==> src/rtl/bank_rf_pkg.sv <==
package bank_rf_pkg;

    localparam int XLEN         = 32;
    localparam int GPR_COUNT    = 16;
    localparam int GPR_IDX_W    = $clog2(GPR_COUNT);
    localparam int BANK_COUNT   = 2;
    localparam int CR_IDX_W     = 5;
    localparam int INSN_W       = 16;
    localparam int CR_FIELD_LO  = 4;
    localparam int CR_FIELD_HI  = CR_FIELD_LO + CR_IDX_W - 1;
    localparam int SR_CARRY_BIT = 0;
    localparam int SR_BANK_BIT  = 1;

    // Control indexes whose position the return logic depends on
    localparam logic [CR_IDX_W-1:0] CRI_STATUS  = 5'd0;
    localparam logic [CR_IDX_W-1:0] CRI_EXC_SR  = 5'd2;
    localparam logic [CR_IDX_W-1:0] CRI_FAST_SR = 5'd3;
    localparam logic [CR_IDX_W-1:0] CRI_EXC_PC  = 5'd4;
    localparam logic [CR_IDX_W-1:0] CRI_FAST_PC = 5'd5;

    typedef enum logic [1:0] {
        RET_NONE = 2'd0,
        RET_EXC  = 2'd1,
        RET_FAST = 2'd2
    } ret_kind_e;

    typedef struct packed {
        logic                 en;
        logic [GPR_IDX_W-1:0] idx;
        logic [XLEN-1:0]      data;
    } gpr_wr_t;

    typedef struct packed {
        logic                en;
        logic [CR_IDX_W-1:0] idx;
        logic [XLEN-1:0]     data;
    } cr_wr_t;

    function automatic logic [CR_IDX_W-1:0] cr_field(input logic [INSN_W-1:0] insn);
        return insn[CR_FIELD_HI:CR_FIELD_LO];
    endfunction

    function automatic ret_kind_e pick_return(input logic normal, input logic fast);
        if (normal)    return RET_EXC;
        else if (fast) return RET_FAST;
        else           return RET_NONE;
    endfunction

endpackage

==> src/rtl/bank_rf_gpr_bank.sv <==
module bank_rf_gpr_bank
    import bank_rf_pkg::*;
#(
    parameter int DATA_W = XLEN,
    parameter int DEPTH  = GPR_COUNT,
    localparam int IDX_W = $clog2(DEPTH)
) (
    input  logic              clk,
    input  logic              rst,
    input  logic              we,
    input  logic [IDX_W-1:0]  widx,
    input  logic [DATA_W-1:0] wdata,
    input  logic [IDX_W-1:0]  ra_idx,
    output logic [DATA_W-1:0] ra_data,
    input  logic [IDX_W-1:0]  rb_idx,
    output logic [DATA_W-1:0] rb_data
);

    logic [DATA_W-1:0] regs_q [DEPTH];

    always_ff @(posedge clk) begin
        if (rst) begin
            for (int i = 0; i < DEPTH; i++) regs_q[i] <= '0;
        end else if (we) begin
            regs_q[widx] <= wdata;
        end
    end

    assign ra_data = regs_q[ra_idx];
    assign rb_data = regs_q[rb_idx];

    AST_BANK_WRITE_LANDS: assert property (@(posedge clk) disable iff (rst)
        we |=> regs_q[$past(widx)] == $past(wdata));

endmodule

==> src/rtl/bank_rf_ctl_file.sv <==
module bank_rf_ctl_file
    import bank_rf_pkg::*;
#(
    parameter int CR_IMPL = 13,
    localparam int CI_W   = $clog2(CR_IMPL)
) (
    input  logic                clk,
    input  logic                rst,
    input  cr_wr_t              cr_wr,
    input  logic [CR_IDX_W-1:0] cr_ridx,
    output logic [XLEN-1:0]     cr_rdata,
    input  ret_kind_e           ret_kind,
    input  logic                pc_we,
    input  logic [XLEN-1:0]     pc_wdata,
    output logic [XLEN-1:0]     sr_o,
    output logic [XLEN-1:0]     pc_o
);

    logic [XLEN-1:0] cr_q [CR_IMPL];
    logic [XLEN-1:0] pc_q;
    logic            w_hit;
    logic            r_hit;

    assign w_hit = ({1'b0, cr_wr.idx} < CR_IMPL[CR_IDX_W:0]);
    assign r_hit = ({1'b0, cr_ridx}   < CR_IMPL[CR_IDX_W:0]);

    always_ff @(posedge clk) begin
        if (rst) begin
            for (int i = 0; i < CR_IMPL; i++) cr_q[i] <= '0;
            pc_q <= '0;
        end else begin
            unique case (ret_kind)
                RET_EXC: begin
                    cr_q[CRI_STATUS[CI_W-1:0]] <= cr_q[CRI_EXC_SR[CI_W-1:0]];
                    pc_q                       <= cr_q[CRI_EXC_PC[CI_W-1:0]];
                end
                RET_FAST: begin
                    cr_q[CRI_STATUS[CI_W-1:0]] <= cr_q[CRI_FAST_SR[CI_W-1:0]];
                    pc_q                       <= cr_q[CRI_FAST_PC[CI_W-1:0]];
                end
                default: begin
                    if (cr_wr.en && w_hit) cr_q[cr_wr.idx[CI_W-1:0]] <= cr_wr.data;
                    if (pc_we) pc_q <= pc_wdata;
                end
            endcase
        end
    end

    assign cr_rdata = r_hit ? cr_q[cr_ridx[CI_W-1:0]] : '0;
    assign sr_o     = cr_q[CRI_STATUS[CI_W-1:0]];
    assign pc_o     = pc_q;

    AST_EXC_RETURN_RESTORES: assert property (@(posedge clk) disable iff (rst)
        (ret_kind == RET_EXC) |=> (sr_o == $past(cr_q[CRI_EXC_SR[CI_W-1:0]]) && pc_o == $past(cr_q[CRI_EXC_PC[CI_W-1:0]])));

    AST_FAST_RETURN_RESTORES: assert property (@(posedge clk) disable iff (rst)
        (ret_kind == RET_FAST) |=> (sr_o == $past(cr_q[CRI_FAST_SR[CI_W-1:0]]) && pc_o == $past(cr_q[CRI_FAST_PC[CI_W-1:0]])));

    AST_UNIMPL_WRITE_DROPPED: assert property (@(posedge clk) disable iff (rst)
        (cr_wr.en && !w_hit && ret_kind == RET_NONE) |=> $stable(sr_o));

    AST_PC_LOAD_TAKES: assert property (@(posedge clk) disable iff (rst)
        (pc_we && ret_kind == RET_NONE) |=> pc_o == $past(pc_wdata));

endmodule

==> src/rtl/banked_regfile.sv <==
module banked_regfile
    import bank_rf_pkg::*;
#(
    parameter int CR_IMPL      = 13,
    parameter int CR_LEGAL_MAX = 31
) (
    input  logic                 clk,
    input  logic                 rst,
    input  logic [GPR_IDX_W-1:0] gpr_rd_a_idx_i,
    output logic [XLEN-1:0]      gpr_rd_a_data_o,
    input  logic [GPR_IDX_W-1:0] gpr_rd_b_idx_i,
    output logic [XLEN-1:0]      gpr_rd_b_data_o,
    input  logic                 gpr_wr_en_i,
    input  logic [GPR_IDX_W-1:0] gpr_wr_idx_i,
    input  logic [XLEN-1:0]      gpr_wr_data_i,
    input  logic [INSN_W-1:0]    cr_insn_i,
    input  logic                 cr_rd_en_i,
    output logic [XLEN-1:0]      cr_rd_data_o,
    input  logic                 cr_wr_en_i,
    input  logic [XLEN-1:0]      cr_wr_data_i,
    output logic                 cr_illegal_o,
    input  logic                 ret_exc_i,
    input  logic                 ret_fast_i,
    input  logic                 pc_wr_en_i,
    input  logic [XLEN-1:0]      pc_wr_data_i,
    output logic [XLEN-1:0]      pc_o,
    output logic                 carry_o,
    output logic                 bank_alt_o
);

    logic [CR_IDX_W-1:0] cr_idx;
    logic                idx_over;
    ret_kind_e           ret_kind;
    cr_wr_t              cr_wr;
    gpr_wr_t             gpr_wr;
    logic [XLEN-1:0]     sr;
    logic [XLEN-1:0]     ctl_rdata;
    logic                alt_sel;
    logic [XLEN-1:0]     bank_ra [BANK_COUNT];
    logic [XLEN-1:0]     bank_rb [BANK_COUNT];

    assign cr_idx   = cr_field(cr_insn_i);
    assign idx_over = ({1'b0, cr_idx} > CR_LEGAL_MAX[CR_IDX_W:0]);
    assign cr_illegal_o = (cr_rd_en_i || cr_wr_en_i) && idx_over;
    assign ret_kind = pick_return(ret_exc_i, ret_fast_i);

    assign cr_wr.en   = cr_wr_en_i && !idx_over;
    assign cr_wr.idx  = cr_idx;
    assign cr_wr.data = cr_wr_data_i;

    assign gpr_wr.en   = gpr_wr_en_i;
    assign gpr_wr.idx  = gpr_wr_idx_i;
    assign gpr_wr.data = gpr_wr_data_i;

    bank_rf_ctl_file #(.CR_IMPL(CR_IMPL)) u_ctl (
        .clk      (clk),
        .rst      (rst),
        .cr_wr    (cr_wr),
        .cr_ridx  (cr_idx),
        .cr_rdata (ctl_rdata),
        .ret_kind (ret_kind),
        .pc_we    (pc_wr_en_i),
        .pc_wdata (pc_wr_data_i),
        .sr_o     (sr),
        .pc_o     (pc_o)
    );

    // Bank choice comes from the registered status word, so a status write
    // only takes effect for accesses in later cycles.
    assign alt_sel = sr[SR_BANK_BIT];

    for (genvar b = 0; b < BANK_COUNT; b++) begin : g_bank
        logic bank_we;
        assign bank_we = gpr_wr.en && (alt_sel == b[0]);
        bank_rf_gpr_bank #(.DATA_W(XLEN), .DEPTH(GPR_COUNT)) u_bank (
            .clk     (clk),
            .rst     (rst),
            .we      (bank_we),
            .widx    (gpr_wr.idx),
            .wdata   (gpr_wr.data),
            .ra_idx  (gpr_rd_a_idx_i),
            .ra_data (bank_ra[b]),
            .rb_idx  (gpr_rd_b_idx_i),
            .rb_data (bank_rb[b])
        );
    end

    assign gpr_rd_a_data_o = bank_ra[alt_sel];
    assign gpr_rd_b_data_o = bank_rb[alt_sel];
    assign cr_rd_data_o    = (cr_rd_en_i && !idx_over) ? ctl_rdata : '0;
    assign carry_o         = sr[SR_CARRY_BIT];
    assign bank_alt_o      = alt_sel;

    AST_RESET_STATE: assert property (@(posedge clk)
        rst |=> (pc_o == '0 && !carry_o && !bank_alt_o));

    AST_ILLEGAL_READS_ZERO: assert property (@(posedge clk) disable iff (rst)
        cr_illegal_o |-> cr_rd_data_o == '0);

    AST_BANK_FOLLOWS_STATUS: assert property (@(posedge clk) disable iff (rst)
        (cr_wr_en_i && !idx_over && cr_idx == CRI_STATUS && ret_kind == RET_NONE)
            |=> bank_alt_o == $past(cr_wr_data_i[SR_BANK_BIT]));

    AST_RETURN_BLOCKS_CTL_WRITE: assert property (@(posedge clk) disable iff (rst)
        (ret_kind == RET_EXC) |=> pc_o != $past(pc_wr_data_i) || pc_o == $past(u_ctl.cr_q[CRI_EXC_PC[$clog2(CR_IMPL)-1:0]]));

endmodule

==> config.mk <==
export PLATFORM = sky130hd
export DESIGN_NAME = banked_regfile
export DESIGN_NICKNAME = d
export VERILOG_FILES = /design/src/rtl/bank_rf_pkg.sv /design/src/rtl/bank_rf_gpr_bank.sv /design/src/rtl/bank_rf_ctl_file.sv /design/src/rtl/banked_regfile.sv
export SDC_FILE = /design/constraint.sdc
export NUM_CORES = 2
export LEC_CHECK = 0
export ABC_CLOCK_PERIOD_IN_PS = 3000
export BUFFER_PORTS_ARGS = -buffer_cell sky130_fd_sc_hd__buf_2
export CORE_MARGIN = 4
export CORE_UTILIZATION = 60
export CTS_CLUSTER_DIAMETER = 50
export DETAILED_ROUTE_END_ITERATION = 8
export PLACE_DENSITY = 0.75
export SYNTH_ARGS = -nofsm -noshare
export SYNTH_HDL_FRONTEND = slang
export SYNTH_SLANG_ARGS = --single-unit
==> constraint.sdc <==
create_clock -name clk -period 3 [get_ports clk]
set_clock_uncertainty 0.2 [all_clocks]
set_input_delay 0.3 -clock clk [delete_from_list [all_inputs] [get_ports clk]]
set_output_delay 0.3 -clock clk [all_outputs]
set_load 0.05 [all_outputs]
---- After elaboration in Yosys (flattened, before gate mapping) ----
Memory sizes are Yosys's and may differ from the RTL's.
Index checks and enable logic that the tools add are counted.
W data, S select, Z words.
storage, ports and cells
  bits in registers ....................... 32
  RAM bits ................................ 1440
  output and inout port bits .............. 131
  word-level logic and storage cells ...... 61
  memories ................................ 3
cells by class
  $lt $le $gt $ge ......................... 2
  equal/unequal tests ..................... 2
  muxes and demuxes ....................... 41
  bitwise operators ....................... 4
  reduce and logical (&&, ||, !) cells .... 8
memories
  memory                   depth  width  rd ports  clocked after Yosys merged registers in  write ports  RTL line                RTL
  g_bank[0].u_bank.regs_q  16     32     2         0                                        16           bank_rf_gpr_bank.sv:19  logic [DATA_W-1:0] regs_q [DEPTH];
  g_bank[1].u_bank.regs_q  16     32     2         0                                        16           bank_rf_gpr_bank.sv:19
  u_ctl.cr_q               13     32     6         0                                        13           bank_rf_ctl_file.sv:19  logic [XLEN-1:0] cr_q [CR_IMPL];
operators with widths
  operator              number
  $mux W32              14
  $reduce_or A32 Y1     3
  $pmux W32 S2          1
  $mux W1               21
  $mux W4               3
  $lt A5 B4 Y1 const B  1
  $mux W2               2
  $logic_and A1 B1 Y1   3
  $reduce_bool A3 Y1    1
  $eq A2 B1 Y1 const B  1
  $eq A2 B2 Y1 const B  1
  $ge A2 B2 Y1 const B  1
  $not A1 Y2            1
  $or A1 B1 Y1          2
  $reduce_or A2 Y1      1
  $not A1 Y1            1

---- Depth between registers and ports, before layout ----
  depth after elaboration ................. 9
  depth in mapped cells ................... 8
  depth with buffers taken out ............ 5

---- Hierarchy ----
A second synthesis with hierarchy kept.
second synthesis, totals
  cells, all modules ...................... 5174
  area total of the unflattened synthesis .. 75954.1 um2
modules (own cells, without submodules)
  module            times used  cells an instance  area an instance (um2)  sequential area each (um2)
  bank_rf_gpr_bank  2           1687               26581.7                 15374.7
  bank_rf_ctl_file  1           1689               21619.5                 13132.6
  banked_regfile    1           111                1171.1                  0.0

---- Least setup slack after synthesis ----
OpenSTA, ideal clock, no wires.
  path type ............................... register -> register
  start ................................... mem u_ctl.cr_q[0][1]
  end ..................................... mem g_bank[0].u_bank.regs_q[8][0] in the netlist's numbering (enable)
  setup time .............................. 0.375 ns
  arrival ................................. 2.235 ns
  slack ................................... 0.190 ns
  cell stages (with the launch flop) ...... 6
  path through ............................ edfxtp_1 > clkbuf_1 > nor3b_1 > nand3b_1 > nor3_1 > or2_2
RTL lines
  element             RTL line
  start: declaration  bank_rf_ctl_file.sv:19
  end: declaration    bank_rf_gpr_bank.sv:19

==> impl_metrics.json <==
{
  "dieArea_mm2": 0.140,
  "place_ws_ps": -1.40,
  "dr.pass1.iters": 6,
  "cts_inserted_buffers": 175,
  "grt_pass1_vias": 57800,
  "die_y_um": 374,
  "drt_iter0_markers": 6928,
  "ys_seq_area_frac": 0.581,
  "status": "finished with violations",
  "port_buffers": 250,
  "startpoint_type": "flip-flop",
  "synth_compound_area_frac": 0.0609,
  "cts_max_level": 4,
  "crit_path_top_delay_cell": "edfxtp_1",
  "drc": 0,
  "synth_area_per_cell_um2": 12.7,
  "period_share": 1.08,
  "via_per_inst": 6.50,
  "async_flop_share": 0,
  "postRouteAntennaNets": 0,
  "yosys_warnings": 0,
  "tritoncts": "built",
  "violations": "setup timing",
  "cp.arrival_ps": 2730,
  "setup_violations": 60,
  "syn_area_mm2": 0.0804,
  "worstPathMaxFanout": 7,
  "dp.cells": 8247,
  "yosysMostFrequentCell": "edfxtp_1",
  "insertion_delay_ps": 820,
  "synth_xor_area_frac": 0,
  "synth_common_cells": "edfxtp_1, and2_1, mux2i_1",
  "ys_ff_latch": 1568,
  "ys_types": 43,
  "fin_crit_ps": 3230,
  "grt_pass1_wl_um": 366000,
  "synthAdderAreaFrac": 0,
  "rsz0062_at_grt": "true",
  "synth_mux_area_frac": 0.171,
  "hold_class": "in2reg",
  "place_congestion": 0.908,
  "cts.clk_slew.worst_paths_ps": 60,
  "worstMarginPinSlew_ps": 774,
  "synth_top_cell_area_share": 0.573,
  "slew_headroom": 0.484,
  "via_count": 56500,
  "area_growth_pct": 20.6,
  "ioPinCount": 263,
  "root_buffer": "clkbuf_16",
  "final_util": 0.728,
  "grt_max_degree": 99,
  "cp_slowest_stage_delay_ps": 420,
  "fin_ws_ps": -230,
  "grt-ovfl-total": 0,
  "fin_cells": 8702,
  "die_w_um": 374,
  "drive_above_1_share": 0.202,
  "wirelength_um": 252000,
  "crit_path_end_kind": "output pin",
  "synthTopCellsByArea": "edfxtp_1, mux2i_1, and2_1",
  "placementRows": 134,
  "dpl-instance-area_mm2": 0.0871,
  "power_density_mw_per_mm2": 567,
  "dp_hpwl_um": 153000,
  "ys.flop_type": "edfxtp_1",
  "vdd_ir_drop_max_v": 0.000616,
  "initial_core_util": 0.603,
  "post_drt_wl_per_cell_um": 28.9,
  "final_cell_area_mm2": 0.0970,
  "yosys.area.top_type": "edfxtp_1",
  "clock_sinks": 1568,
  "cp_data_required_time_ps": 2500,
  "crit_type": "reg2out",
  "track_usage": 0.352,
  "slew_viol_final": 0,
  "worstPathCellList": "or2_4 > buf_6 > nor3_1 > buf_4 > a31oi_2 > nand3_1 > buf_4 > buf_6",
  "nets": 6918,
  "grt_antenna_before_repair": 9,
  "synth_edf_count": 1536,
  "synth_cells": 6349,
  "leakage_uw": 0.0383,
  "synth-simple-area-share": 0.154,
  "core-area_mm2": 0.133,
  "max_cap_viol_count": 0,
  "synth_top_family_by_area": "multiplexers",
  "clockBufferDepth": 3,
  "fmax_mhz": 310,
  "hold_viol_final": 0
}
-- area by class of cell --
| cell class | instances | area, um2 |
|---|---|---|
| sequential | 1568 | 46800 |
| timing repair buffer | 774 | 8410 |
| multi-input combinational | 4234 | 33700 |
| antenna | 6 | 15.0 |
| clock buffer | 210 | 4550 |
| tap | 1768 | 2210 |
| fill | 8533 | 36300 |
| clock inverter | 109 | 1210 |
| inverter | 33 | 124 |
-- placed cells by master, fill, tap and decap left out, types with 32 or more instances in the layout --
cell	instances
buf_8	33
mux4_2	128
nor3_1	33
buf_6	73
a22oi_1	192
conb_1	97
buf_2	176
dlygate4sd3_1	95
edfxtp_1	1536
clkinv_2	33
nor3_4	62
nand2_1	264
or2_2	44
a22o_1	128
mux2i_1	1087
clkbuf_16	178
nand3_1	113
dfxtp_1	32
and2_1	1408
inv_1	33
buf_4	216
buf_12	176
nand3_2	51
nor2_1	99
a21oi_1	228
-- worst max-delay path, delay by kind of cell (launching register included) --
kind	cells	cell delay [ps]
buf+inv	4	710
flops	1	420
simple gates	3	700
compound gates	1	60
-- registers in the layout, indices dropped and copies added, names as in the netlist --
name	flops
u_ctl.pc_o	32
u_ctl.cr_q	512
g_bank.u_bank.regs_q	1024
-- per-layer routing --
metal / vias up / track usage / share of wire
li1: 24100 / - / -
met1: 28200 / 0.423 / 0.35
met2: 3503 / 0.580 / 0.48
met3: 802 / 0.0660 / 0.098
met4: 2 / 0.235 / 0.071
met5: - / 0 / 0.000052
-- cells by family (layout without fill, tap and decap cells) --
group / after synthesis / in the layout
muxes: 1216 / 1216
buffers and inverters: 643 / 1126
and+or+nand+nor: 2183 / 2183
DFF: 1568 / 1568
other: 1 / 103
AOI/OAI and AO/OA: 738 / 738
-- power by group --
| group | leakage (uW) | switching, uW | internal (uW) |
|---|---|---|---|
| sequential | 0.0156 | 476 | 25100 |
| clock | 0.00282 | 9070 | 12400 |
| combinational | 0.0199 | 4850 | 3050 |
| total | 0.0383 | 14400 | 40500 |
-- path summary, 6_finish.rpt --
kind	start	to	slack, ps	cells past startpoint
max reg2reg	u_ctl.cr_q[0][1]	g_bank[1].u_bank.regs_q[8][15]	360	8
min reg2reg	u_ctl.pc_o[0]	u_ctl.pc_o[0]	290	2
min	pc_wr_data_i[21]	u_ctl.pc_o[21]	50	5
max	u_ctl.cr_q[0][1]	gpr_rd_a_data_o[31]	-230	8
-- per-stage QoR --
| stage | power (uW) | hold WS (ps) | TNS, ps |
|---|---|---|---|
| CTS | 54600 | 7.66 | -11420 |
| global placement | 32500 | 274 | 0 |
| global route | 56400 | 44.8 | -9850 |
| floorplan | 29800 | 199 | 0 |
| finish | 54900 | 54.8 | -6020 |
| detailed placement | 32700 | 279 | -1.40 |
-- repair_timing --
action / 4_1_cts / 5_1_grt
gates resized for setup: 376 / 169
pin swaps: 74 / 64
setup endpoints to repair: 65 / 65
setup buffers: 16 / 21
gates cloned: 4 / 4
endpoints found under the hold margin: 1521 / 0
hold buffers: 95 / 0
Power figures use the tool's default switching activity.
